`src/rtl/mdio_slv_pkg.sv`:
```
package mdio_slv_pkg;
    typedef enum logic [3:0] {
        ST_IDLE,
        ST_START,
        ST_OPC,
        ST_PHY,
        ST_REG,
        ST_TURN,
        ST_DATA,
        ST_QUIET,
        ST_IRQ
    } mdio_st_e;

    localparam logic [1:0] OP_RD = 2'b10;
    localparam logic [1:0] OP_WR = 2'b01;
endpackage

```
`src/rtl/mdio_edge_det.sv`:
```
module mdio_edge_det (
    input  logic clk,
    input  logic rst_n,
    input  logic mdc,
    output logic rise,
    output logic fall
);
    logic mdc_q;

    always_ff @(posedge clk or negedge rst_n) begin
        if (!rst_n) mdc_q <= 1'b0;
        else        mdc_q <= mdc;
    end

    assign rise = mdc & ~mdc_q;
    assign fall = ~mdc & mdc_q;
endmodule

```
`src/rtl/mdio_port_bank.sv`:
```
module mdio_port_bank #(
    parameter int DW      = 16,
    parameter int RAW     = 5,
    parameter int CTL_ADR = 0,
    parameter int STS_ADR = 1,
    parameter int IEN_ADR = 2
) (
    input  logic           clk,
    input  logic           rst_n,
    input  logic           wr_en,
    input  logic [RAW-1:0] wr_reg,
    input  logic [DW-1:0]  wr_data,
    input  logic           rd_hit,
    input  logic [RAW-1:0] rd_reg,
    input  logic           irq_req,
    output logic [DW-1:0]  rd_data,
    output logic [DW-1:0]  ctl,
    output logic           irq_live
);
    logic ien;
    logic pend;

    always_ff @(posedge clk or negedge rst_n) begin
        if (!rst_n) begin
            ctl  <= '0;
            ien  <= 1'b0;
            pend <= 1'b0;
        end else begin
            if (wr_en && wr_reg == RAW'(CTL_ADR)) ctl <= wr_data;
            if (wr_en && wr_reg == RAW'(IEN_ADR)) ien <= wr_data[0];
            if (irq_req)
                pend <= 1'b1;
            else if (rd_hit && rd_reg == RAW'(STS_ADR))
                pend <= 1'b0;
        end
    end

    always_comb begin
        if (rd_reg == RAW'(CTL_ADR))      rd_data = ctl;
        else if (rd_reg == RAW'(STS_ADR)) rd_data = {{(DW-1){1'b0}}, pend};
        else if (rd_reg == RAW'(IEN_ADR)) rd_data = {{(DW-1){1'b0}}, ien};
        else                              rd_data = '0;
    end

    assign irq_live = pend & ien;
endmodule

```
`src/rtl/mdio_frame_fsm.sv`:
```
module mdio_frame_fsm
    import mdio_slv_pkg::*;
#(
    parameter int DW      = 16,
    parameter int AW      = 5,
    parameter int PORT_AW = 2,
    parameter int PRE_MIN = 32
) (
    input  logic                  clk,
    input  logic                  rst_n,
    input  logic                  rise,
    input  logic                  fall,
    input  logic                  bit_in,
    input  logic [AW-PORT_AW-1:0] devsel,
    input  logic [DW-1:0]         rd_data,
    input  logic                  irq_any,
    output mdio_st_e              st,
    output logic                  rd_stb,
    output logic [PORT_AW-1:0]    rd_port,
    output logic [AW-1:0]         rd_reg,
    output logic                  wr_stb,
    output logic [PORT_AW-1:0]    wr_port,
    output logic [AW-1:0]         wr_reg,
    output logic [DW-1:0]         wr_data,
    output logic                  mdio_out,
    output logic                  mdio_oe
);
    localparam int CW = $clog2(DW) + 1;
    localparam int OW = $clog2(PRE_MIN + 1);
    localparam logic [CW-1:0] LAST_ADR  = CW'(AW - 1);
    localparam logic [CW-1:0] LAST_DAT  = CW'(DW - 1);
    localparam logic [CW-1:0] LAST_PAIR = CW'(1);

    mdio_st_e          state, nxt;
    logic [OW-1:0]     ones;
    logic [CW-1:0]     bcnt;
    logic              opc_first;
    logic              is_rd;
    logic [AW-1:0]     phy_sh;
    logic [AW-2:0]     reg_sh;
    logic [DW-1:0]     wsh;
    logic [DW-1:0]     rsh;
    logic [AW-1:0]     reg_full;
    logic              hit;
    logic              op_ok;

    assign reg_full = {reg_sh, bit_in};
    assign hit      = (phy_sh[AW-1:PORT_AW] == devsel);
    assign op_ok    = ({opc_first, bit_in} == OP_RD) || ({opc_first, bit_in} == OP_WR);

    // state register
    always_ff @(posedge clk or negedge rst_n) begin
        if (!rst_n) state <= ST_IDLE;
        else        state <= nxt;
    end

    // next state, evaluated on rising MDC only
    always_comb begin
        nxt = state;
        if (rise) begin
            unique case (state)
                ST_IDLE:  if (!bit_in && ones >= OW'(PRE_MIN)) nxt = ST_START;
                ST_START: nxt = bit_in ? ST_OPC : ST_IDLE;
                ST_OPC:   if (bcnt == LAST_PAIR) nxt = op_ok ? ST_PHY : ST_IDLE;
                ST_PHY:   if (bcnt == LAST_ADR) nxt = ST_REG;
                ST_REG:   if (bcnt == LAST_ADR) nxt = hit ? ST_TURN : ST_IDLE;
                ST_TURN:  if (bcnt == LAST_PAIR) nxt = ST_DATA;
                ST_DATA:  if (bcnt == LAST_DAT) nxt = ST_QUIET;
                ST_QUIET: nxt = ST_IRQ;
                ST_IRQ:   nxt = ST_IDLE;
                default:  nxt = ST_IDLE;
            endcase
        end
    end

    assign rd_stb  = rise && state == ST_REG && bcnt == LAST_ADR && hit && is_rd;
    assign rd_port = phy_sh[PORT_AW-1:0];
    assign rd_reg  = reg_full;
    assign wr_data = wsh;
    assign st      = state;

    // datapath and line drive
    always_ff @(posedge clk or negedge rst_n) begin
        if (!rst_n) begin
            ones      <= '0;
            bcnt      <= '0;
            opc_first <= 1'b0;
            is_rd     <= 1'b0;
            phy_sh    <= '0;
            reg_sh    <= '0;
            wsh       <= '0;
            rsh       <= '0;
            wr_stb    <= 1'b0;
            wr_port   <= '0;
            wr_reg    <= '0;
            mdio_out  <= 1'b0;
            mdio_oe   <= 1'b0;
        end else begin
            wr_stb <= 1'b0;
            if (rise) begin
                if (state == ST_IDLE && bit_in)
                    ones <= (ones >= OW'(PRE_MIN)) ? ones : ones + 1'b1;
                else
                    ones <= '0;
                bcnt <= (nxt != state) ? '0 : bcnt + 1'b1;
                unique case (state)
                    ST_OPC: begin
                        opc_first <= bit_in;
                        if (bcnt == LAST_PAIR) is_rd <= ({opc_first, bit_in} == OP_RD);
                    end
                    ST_PHY: phy_sh <= {phy_sh[AW-2:0], bit_in};
                    ST_REG: begin
                        reg_sh <= reg_full[AW-2:0];
                        if (bcnt == LAST_ADR) begin
                            wr_port <= phy_sh[PORT_AW-1:0];
                            wr_reg  <= reg_full;
                            if (is_rd) rsh <= rd_data;
                        end
                    end
                    ST_DATA: begin
                        wsh <= {wsh[DW-2:0], bit_in};
                        if (bcnt == LAST_DAT && !is_rd) wr_stb <= 1'b1;
                    end
                    ST_IRQ: begin
                        if (irq_any) begin
                            mdio_oe  <= 1'b1;
                            mdio_out <= 1'b0;
                        end
                    end
                    default: ;
                endcase
            end else if (fall) begin
                if (state == ST_TURN && bcnt == LAST_PAIR && is_rd) begin
                    mdio_oe  <= 1'b1;
                    mdio_out <= 1'b0;
                end else if (state == ST_DATA && is_rd) begin
                    mdio_oe  <= 1'b1;
                    mdio_out <= rsh[DW-1];
                    rsh      <= {rsh[DW-2:0], 1'b0};
                end else begin
                    mdio_oe  <= 1'b0;
                    mdio_out <= 1'b0;
                end
            end
        end
    end
endmodule

```
`src/rtl/mdio_mgmt_slave.sv`:
```
module mdio_mgmt_slave
    import mdio_slv_pkg::*;
#(
    parameter int NPORT   = 4,
    parameter int DW      = 16,
    parameter int AW      = 5,
    parameter int PRE_MIN = 32,
    parameter int CTL_ADR = 0,
    parameter int STS_ADR = 1,
    parameter int IEN_ADR = 2
) (
    input  logic                            clk,
    input  logic                            rst_n,
    input  logic                            mdc,
    input  logic                            mdio_in,
    input  logic [AW-$clog2(NPORT)-1:0]     devsel,
    input  logic [NPORT-1:0]                irq_req,
    output logic                            mdio_out,
    output logic                            mdio_oe,
    output logic [NPORT*DW-1:0]             ctl_regs
);
    localparam int PORT_AW = $clog2(NPORT);

    logic                rise, fall;
    mdio_st_e            st;
    logic                rd_stb, wr_stb;
    logic [PORT_AW-1:0]  rd_port, wr_port;
    logic [AW-1:0]       rd_reg, wr_reg;
    logic [DW-1:0]       wr_data, rd_data;
    logic                irq_any;
    logic [DW-1:0]       bank_rd [NPORT];
    logic [NPORT-1:0]    irq_live;

    mdio_edge_det u_edge (
        .clk  (clk),
        .rst_n(rst_n),
        .mdc  (mdc),
        .rise (rise),
        .fall (fall)
    );

    mdio_frame_fsm #(
        .DW(DW), .AW(AW), .PORT_AW(PORT_AW), .PRE_MIN(PRE_MIN)
    ) u_fsm (
        .clk     (clk),
        .rst_n   (rst_n),
        .rise    (rise),
        .fall    (fall),
        .bit_in  (mdio_in),
        .devsel  (devsel),
        .rd_data (rd_data),
        .irq_any (irq_any),
        .st      (st),
        .rd_stb  (rd_stb),
        .rd_port (rd_port),
        .rd_reg  (rd_reg),
        .wr_stb  (wr_stb),
        .wr_port (wr_port),
        .wr_reg  (wr_reg),
        .wr_data (wr_data),
        .mdio_out(mdio_out),
        .mdio_oe (mdio_oe)
    );

    for (genvar i = 0; i < NPORT; i++) begin : g_port
        logic [DW-1:0] ctl_w;
        mdio_port_bank #(
            .DW(DW), .RAW(AW), .CTL_ADR(CTL_ADR), .STS_ADR(STS_ADR), .IEN_ADR(IEN_ADR)
        ) u_bank (
            .clk     (clk),
            .rst_n   (rst_n),
            .wr_en   (wr_stb && wr_port == PORT_AW'(i)),
            .wr_reg  (wr_reg),
            .wr_data (wr_data),
            .rd_hit  (rd_stb && rd_port == PORT_AW'(i)),
            .rd_reg  (rd_reg),
            .irq_req (irq_req[i]),
            .rd_data (bank_rd[i]),
            .ctl     (ctl_w),
            .irq_live(irq_live[i])
        );
        assign ctl_regs[i*DW +: DW] = ctl_w;
    end

    assign rd_data = bank_rd[rd_port];
    assign irq_any = |irq_live;
endmodule

```
`config.mk`:
```
export PLATFORM = sky130hd
export DESIGN_NAME = mdio_mgmt_slave
export DESIGN_NICKNAME = d
export VERILOG_FILES = /design/src/rtl/mdio_slv_pkg.sv /design/src/rtl/mdio_edge_det.sv /design/src/rtl/mdio_port_bank.sv /design/src/rtl/mdio_frame_fsm.sv /design/src/rtl/mdio_mgmt_slave.sv
export SDC_FILE = /design/constraint.sdc
export NUM_CORES = 1
export LEC_CHECK = 0
export BUFFER_PORTS_ARGS = -buffer_cell sky130_fd_sc_hd__buf_2
export CORE_ASPECT_RATIO = 0.5
export CORE_UTILIZATION = 59
export CTS_CLUSTER_DIAMETER = 60
export DETAILED_ROUTE_END_ITERATION = 6
export PLACE_DENSITY_LB_ADDON = 0.05
export SYNTH_ARGS = -nofsm -noshare
export SYNTH_HDL_FRONTEND = slang
export SYNTH_HIERARCHICAL = 1
export SYNTH_SLANG_ARGS = --single-unit
```
`constraint.sdc`:
```
create_clock -name clk -period 2.4 [get_ports clk]
set_input_delay 0.48 -clock clk [delete_from_list [all_inputs] [get_ports clk]]
set_output_delay 0.48 -clock clk [all_outputs]
set_load 0.01 [all_outputs]
```
# Word level (Yosys, flattened, before mapping)
# Cells that the tools add are included.
# Widths: inputs -> output; s select.
# totals
regBits	141
out_inout_bits	66
# classes
n_reduce_logical	54
mux	59
addsub	2
n_bitwise	9
eq_ne	31
order_cmp	2
# op_table
operator	count
$mux 16	17
$bmux 16 s2	1
$pmux 4 s8	1
$logic_and 1x1->1	30
$mux 4	7
$mux 1	27
$eq 4x3->1 const B	4
$mux 6	2
$ne 2x2->1 const B	6
$reduce_bool 2->1	6
$eq 2x2->1 const B	5
$eq 5x1->1 const B	2
$eq 5x2->1 const B	2
$logic_not 5->1	2
$reduce_and 2->1	5
$reduce_and 3->1	3
$eq 4x2->1 const B	2
$add 6x1->6 const B	1
$and 1x1->1	6
$eq 2x1->1 const B	3
$ge 6x6->1 const B	1
$reduce_and 6->1	1
$add 5x1->5 const B	1
$eq 5x3->1 const B	1
other kinds (17)	21

# Longest topological paths before layout
# Gate-level depths: netlist of the first run.
# logic_depth
ltp_word	11
ltp_mapped	9

# By module
# The synthesis of the first run kept the hierarchy.
# by_module_without_submodules
mod	seq_area_each_um2	area_each_um2	n_inst	cells_each
mdio_port_bank	450.4	910.9	4	66
mdio_frame_fsm	1701.6	3314.4	1	299
mdio_mgmt_slave	0.0	462.9	1	29
mdio_edge_det	25.0	40.0	1	3

# Least setup slack after synthesis of the first run
# OpenSTA, ideal clock, no wires.
# synth_path
kind	flip-flop to flip-flop
startpoint	register u_fsm.bcnt[0]
endpoint	register u_fsm.bcnt[4]
required_ns	2.333
stages_incl_launch_ff	10
setup_slack_ns	0.452
t_arrival_ns	1.880
cell_sequence	dfrtp_1 > inv_1 > ha_1 > and4bb_4 > nand4_2 > buf_6 > o22ai_2 > or3_1 > a211oi_2 > a32o_1
# synth_via
elab_chain_cells	6
elab_cells_between_ends	13
classes_between	add/sub: 1; eq/ne: 4; mux: 8
# synth_lines
item	line	text
start: declaration	mdio_frame_fsm.sv:36	logic [CW-1:0] bcnt;
start signal: assignment	mdio_frame_fsm.sv:105	bcnt <= (nxt != state) ? '0 : bcnt + 1'b1;
$eq 5x4->1 (tied with other cells)	mdio_frame_fsm.sv:68	ST_DATA: if (bcnt == LAST_DAT) nxt = ST_QUIET;
$mux 4, on equally long branches	-	
$pmux 4 s8	mdio_frame_fsm.sv:61	unique case (state)
$mux 4	mdio_frame_fsm.sv:60	if (rise) begin
$ne 4x4->1	mdio_frame_fsm.sv:105	
$mux 5 (*)	mdio_frame_fsm.sv:105	
# Mark *: on every way between the ends. The rest lies on a longest branch, timed or not.
# A chain may end at the register's enable or synchronous reset.

==> reports/results.txt, run 1 <==
ANT nets after route: 0
DIE HEIGHT: 81.5 um
GRT Total Usage: 0.282
Worst EP required: 2.73 ns
Clock skew: 0.0116 ns
Max-slew headroom: 0.279
DR vias: 5117
Post-CTS Hold Fix Bufs: 0
Initial Util: 0.619
Vias in the first global route: 5039
TritonCTS clock tree: done
Pin count of the biggest net entering global routing: 51
Ys flop type: dfrtp_1
Max Buffers Root-to-Sink: 2
Mean Syn Cell Area: 12.5 um^2
DIE WIDTH: 161 um
Synthesized flop and latch total: 141
Via density: 5.95
Peak supply drop: 0.000407 V
Critical path startpoint category: register
Worst-margin pin slew: 1.08 ns
CP Class: register to register
Drt drc: 0
PwrDens: 679 mW/mm^2
CTS sink count: 141
Setup TNS: 0 ns
Worst min path class: input port to asynchronous set/reset pin
Total number of yosys warnings: 6
Final WL: 17300 um
ANT cells: 0
Leading area contributor after synthesis: dfrtp_1
Worst skew pair latency: 0.42 ns
Fmax: 0.438 GHz
Most frequent cell after synthesis: dfrtp_1
First-pass GRT wire length: 27800 um
# nets final: 700
Largest reg by FF count: g_port.u_bank/ctl
Post-layout minimum cycle time: 2.28 ns
Synth area leaders: dfrtp_1, mux2_4, mux2_2
I/O pin count: 77
Initial antenna violation count: 0
Crit-path cells: nor3_1, nor3b_4, and2_1, mux4_2, mux2i_1, o21ai_1
Layout cells sized above 1: 0.364
Syn Inst Count: 595
Max reg flops: 64
CTS Buf Count: 17
Syn nets: 613
Crit-path max cell delay: 0.69 ns
Post-synth top cells: dfrtp_1, and2_1, mux2_2
Synth top area share: 0.473
Area Overhead vs Synth: 16.5%
Final period utilization: 0.950
Initial drt markers: 404
RSZ-0062 raised after global routing: no
Core area: 0.0121 mm^2
CTS H-tree lvls: 4
Worst setup EP type: register
Placer congestion estimate: 0.914
Slew Limit Fails: 0
CP max-delay cell: nor3b_4
Grt ovf: 0
Status: completed
Worst Path Max Fanout: 15
FFs w/ async S/R, synth: 1.00
Routed wire length per instance: 20.1 um
Synthesized area: 0.00746 mm^2
Setup Viol. Count Final: 0
Clk pin slew, worst setup/hold paths: 0.07 ns
DP HPWL: 11000 um
Final Hold Fails: 0
Max Cap Viol: 0
Post-synthesis sequential area ratio: 0.473
Root Driver: clkbuf_16
Die ar.: 0.0131 mm^2
EDFF count, synth: 0
Worst Path Arrival: 2.61 ns
Drt first pass iters: 5
Core Rows: 28
Final total power: 5.90 mW
Yosys cell types: 62
Pleak: 4.36 nW
IO Port Bufs: 76
==> metrics by stage <==
stage | worst slack (ns) | utilization | area [um^2] | std cells | hold WS [ns]
finish | 0.119 | 0.721 | 8690 | 860 | 0.00171
global route | 0.0188 | 0.721 | 8690 | 860 | 0.0330
CTS | 0.0110 | 0.719 | 8660 | 858 | 0.0144
detailed placement | 0.00997 | 0.667 | 8030 | 826 | 0.460
global placement | 0.0383 | 0.667 | 8030 | 826 | 0.460
floorplan | 0.452 | - | 7460 | 595 | 0.184
==> layer usage <==
| layer | GRT usage | vias to the layer above | wire [um] |
|---|---|---|---|
| li1 | - | 2317 | - |
| met2 | 0.445 | 131 | 8130 |
| met3 | 0.0692 | 14 | 834 |
| met1 | 0.396 | 2655 | 8170 |
| met5 | 0 | - | 0 |
| met4 | 0.0698 | 0 | 129 |
==> worst max-delay path: cells and delay by family, from the launching register on <==
family	cells	cell delay, ns
multiplexers	2	0.29
AND/OR/NAND/NOR	3	1.30
AO/OA/AOI/OAI	1	0.17
flip-flops	1	0.42
==> area by class of cell <==
type / count / area (um^2)
inverters: 10 / 37.5
clock inverters: 14 / 171
well taps: 165 / 206
fillers: 827 / 3360
clock buffers: 18 / 439
multi-input cells: 414 / 3740
flip-flops and latches: 141 / 3530
repair buffers: 98 / 564
==> path summary, 6_finish.rpt <==
path,depth (start not counted),endpoint,start,slack [ns]
min reg2reg,1,u_fsm/ones[4]$_DFFE_PN0P_,u_fsm/ones[4]$_DFFE_PN0P_,0.49
max,6,u_fsm/rsh[3]$_DFFE_PN0P_,u_fsm/reg_sh[3]$_DFFE_PN0P_,0.12
max in group asynchronous,2,u_fsm/reg_sh[1]$_DFFE_PN0P_,rst_n,1.71
min in group clk,1,u_edge/mdc_q$_DFF_PN0_,mdc,0.19
max reg2reg,6,u_fsm/rsh[3]$_DFFE_PN0P_,u_fsm/reg_sh[3]$_DFFE_PN0P_,0.12
min,1,u_fsm/bcnt[1]$_DFFE_PN0P_,rst_n,0.002
==> cell families after synthesis <==
logic type | synth area share
compound gates | 0.0535
xor+xnor | 0.00470
mux | 0.245
simple gates | 0.182
flops | 0.473
fa+ha+maj | 0.0117
buf+inv | 0.0305
==> cells in the final DEF (no fill, tap or decap), types with 3 or more instances in the layout <==
| cell type | count |
|---|---|
| inv_6 | 5 |
| nor3b_4 | 4 |
| and2b_1 | 4 |
| o21ai_0 | 16 |
| inv_8 | 4 |
| buf_4 | 21 |
| nand3b_1 | 7 |
| mux2_2 | 44 |
| nor2b_1 | 4 |
| nand2_4 | 4 |
| nand4b_1 | 5 |
| mux2i_1 | 19 |
| a22o_1 | 4 |
| and3b_1 | 4 |
| nor3b_1 | 4 |
| nor4b_1 | 4 |
| nor2_1 | 11 |
| a21o_1 | 4 |
| mux2_4 | 40 |
| mux4_2 | 16 |
| inv_1 | 10 |
| buf_2 | 75 |
| nor4_4 | 4 |
| mux2_1 | 16 |
| a31oi_1 | 3 |
| dfrtp_1 | 141 |
| o21ai_1 | 18 |
| xnor2_1 | 4 |
| clkbuf_16 | 17 |
| nand3_1 | 15 |
| nand2_1 | 39 |
| ha_1 | 7 |
| and2_1 | 69 |
| clkinvlp_4 | 3 |
| and3_1 | 6 |
| nor3_1 | 6 |
==> where the power goes <==
group / internal, mW / total [mW] / switching (mW)
combinational: 0.262 / 0.586 / 0.323
sequential: 2.45 / 2.57 / 0.119
clock: 1.60 / 2.75 / 1.15
==> timing repair <==
item,in CTS,in global routing
gates resized for setup,3,2
setup endpoints to repair,12,15
setup buffers,0,2
(Power assumes the default switching activity.)
==> run 2: changes to the inputs <==
--- a/config.mk
+++ b/config.mk
@@ -6,7 +6,7 @@
 export NUM_CORES = 1
 export LEC_CHECK = 0
 export BUFFER_PORTS_ARGS = -buffer_cell sky130_fd_sc_hd__buf_2
-export CORE_ASPECT_RATIO = 0.5
+export CORE_ASPECT_RATIO = 1.75
 export CORE_UTILIZATION = 59
 export CTS_CLUSTER_DIAMETER = 60
 export DETAILED_ROUTE_END_ITERATION = 6
==> reports/results.txt, run 2 (synthesis gave the netlist of run 1 again) <==
CTS sink count: 141 (unchanged)
RSZ-0062 raised after global routing: no
Slew Limit Fails: 0 (unchanged)
CTS H-tree lvls: 4 (unchanged)
Initial antenna violation count: 0 (unchanged)
Buf+Inv Stages, Crit Path: 0 (unchanged)
Max-slew headroom: 0.362 (+0.0824)
CP max-delay cell: dfrtp_1
Multi-input combinational cell area: 0.00375 mm^2 (+0.23%)
Max Cap Viol: 0 (unchanged)
Commonest non-fill, non-tap cell in the layout: dfrtp_1
# nets final: 698 (-0.29%)
Worst Path Arrival: 2.57 ns (-0.04 ns)
Worst-margin pin slew: 0.957 ns (-0.124 ns)
Max Buffers Root-to-Sink: 2 (unchanged)
Worst min path class: input port to asynchronous set/reset pin
Worst setup EP type: register
Max reg flops: 64 (unchanged)
DP HPWL: 12800 um (+17%)
Final Hold Fails: 0 (unchanged)
Final period utilization: 0.929 (-0.0214)
DP Worst Slack: 0.0515 ns (+0.0415 ns)
Fin util: 0.706 (-0.0148)
Filler cell count: 895 (+8.2%)
Setup TNS: 0 ns (unchanged)
Placer congestion estimate: 0.839 (-8.2%)
Grt met3 use: 0.0603 (-0.00888)
Grt ovf: 0 (unchanged)
Die ar.: 0.0131 mm^2 (about the same)
Initial Util: 0.603 (-0.0157)
Pin count of the biggest net entering global routing: 57 (+12%)
Final worst slack: 0.171 ns (+0.0513 ns)
Placed cell count: 829 (+0.36%)
Via density: 6.00 (+0.90%)
Core area: 0.0124 mm^2 (+2.6%)
Fmax: 0.449 GHz (+2.3%)
Crit-path max cell delay: 0.44 ns (-0.25 ns)
Worst skew pair latency: 0.41 ns (about the same)
PwrDens: 690 mW/mm^2 (+1.6%)
Pleak: 4.36 nW (+0.22%)
IO Port Bufs: 76 (unchanged)
Worst hold margin: 0.0212 ns (+0.0195 ns)
Post-CTS Setup Bufs: 0 (unchanged)
CTS Buf Count: 17 (unchanged)
Status: completed
Worst Path Max Fanout: 5 (-10)
Clk pin slew, worst setup/hold paths: 0.06 ns (about the same)
Worst EP required: 2.74 ns (about the same)
Peak supply drop: 0.000565 V (+39%)
Clock skew: 0.0103 ns (-0.00131 ns)
Setup Viol. Count Final: 0 (unchanged)
Drt drc: 0 (unchanged)
Top Usage Layer GRT: met2
DR vias: 5169 (+1.0%)
GRT Total Usage: 0.310 (+0.0278)
Routed wire length per instance: 21.5 um (+7.0%)
DIE WIDTH: 87.0 um (-46%)
Post-layout minimum cycle time: 2.23 ns (-0.0513 ns)
Vias in the first global route: 5487 (+8.9%)
Crit-path cells: ha_1, and3_1, ha_1, nand2_1, nand4_2, or3_1, a211oi_2, a32o_1
Layout cells sized above 1: 0.359 (-0.00472)
ANT nets after route: 0 (unchanged)
CP Class: register to register
Drt first pass iters: 5 (unchanged)
Core Rows: 54 (+93%)
I/O pin count: 77 (unchanged)
Initial drt markers: 199 (-51%)
First-pass GRT wire length: 29800 um (+7.0%)
Root Driver: clkbuf_16
CP most frequent cell: ha_1
Family with the most delay on the worst path: simple AND/OR/NAND/NOR gates
ANT cells: 0 (unchanged)
Critical path startpoint category: register
TritonCTS clock tree: done
Register area: 0.00353 mm^2 (unchanged)
Most frequent cells in the layout: dfrtp_1, buf_2, and2_1, mux2_2, mux2_4
Largest reg by FF count: g_port.u_bank/ctl
Final WL: 18500 um (+7.2%)
Post-route insts no fill: 861 (+0.12%)
Area Overhead vs Synth: 17.0%
DIE HEIGHT: 151 um (+85%)
Met2 usage: 0.558 (+0.113)
GR Util met1: 0.332 (-0.0642)
==> run 2: cell count changes in the layout (fill, tap and decap cells not counted), moves of 2 or more <==
cell	delta
bufinv_16	+3
clkbuf_1	+2
inv_8	-4
inv_6	-2
buf_4	-3
clkinv_2	+2
==> run 2: worst paths after layout <==
| path | slack [ns] | end | cells past startpoint | start |
|---|---|---|---|---|
| worst max register to register | 0.17 | u_fsm/bcnt[4]$_DFFE_PN0P_ | 8 | u_fsm/bcnt[0]$_DFFE_PN0P_ |
| max in group asynchronous | 1.68 | u_fsm/rsh[4]$_DFFE_PN0P_ | 2 | rst_n |
| worst min-delay path | 0.02 | g_port[2].u_bank/ctl[12]$_DFFE_PN0P_ | 1 | rst_n |
| worst min register to register | 0.49 | u_fsm/ones[4]$_DFFE_PN0P_ | 1 | u_fsm/ones[4]$_DFFE_PN0P_ |
| min in group clk | 0.22 | u_edge/mdc_q$_DFF_PN0_ | 1 | mdc |
| worst max-delay path | 0.17 | u_fsm/bcnt[4]$_DFFE_PN0P_ | 8 | u_fsm/bcnt[0]$_DFFE_PN0P_ |
==> run 2: routing by layer <==
| metal | up-vias | routed length (um) |
|---|---|---|
| met5 | - | 0 |
| met4 | 0 | 896 |
| met3 | 49 | 775 |
| met2 | 149 | 10300 |
| met1 | 2668 | 6540 |
| li1 | 2303 | - |
==> run 2: cell type report <==
cell class,count,share of cell area
well taps,168,0.0241
repair buffers,96,0.0643
multi-input cells,414,0.430
inverters,10,0.00430
clock buffers,19,0.0496
flip-flops and latches,141,0.404
clock inverters,13,0.0241
==> run 2: timing repair <==
action / 4_1_cts / 5_1_grt
setup endpoints to repair: 0 / 16
hold buffers: 0 / 0
gates resized for setup: 0 / 6
==> run 2: per-stage QoR <==
stage / power [mW] / area (um^2)
2_1_floorplan: 2.98 / 7460
3_5_place_dp: 3.18 / 8050
4_1_cts: 6.07 / 8690
6_report: 6.02 / 8730
3_3_place_gp: 3.16 / 8050
5_1_grt: 6.25 / 8730
==> run 2: report_power, final <==
group	total, mW	switching, mW	internal (mW)
Sequential	2.58	0.131	2.45
Combinational	0.572	0.317	0.255
Clock	2.87	1.02	1.85
==> run 2: worst register-to-register path: cells and delay by family, from the launching register on <==
kind	cells	cell delay, ns
adder cells (fa/ha/maj)	2	0.46
AO/OA/AOI/OAI	2	0.46
AND/OR/NAND/NOR	4	0.79
flip-flops	1	0.44
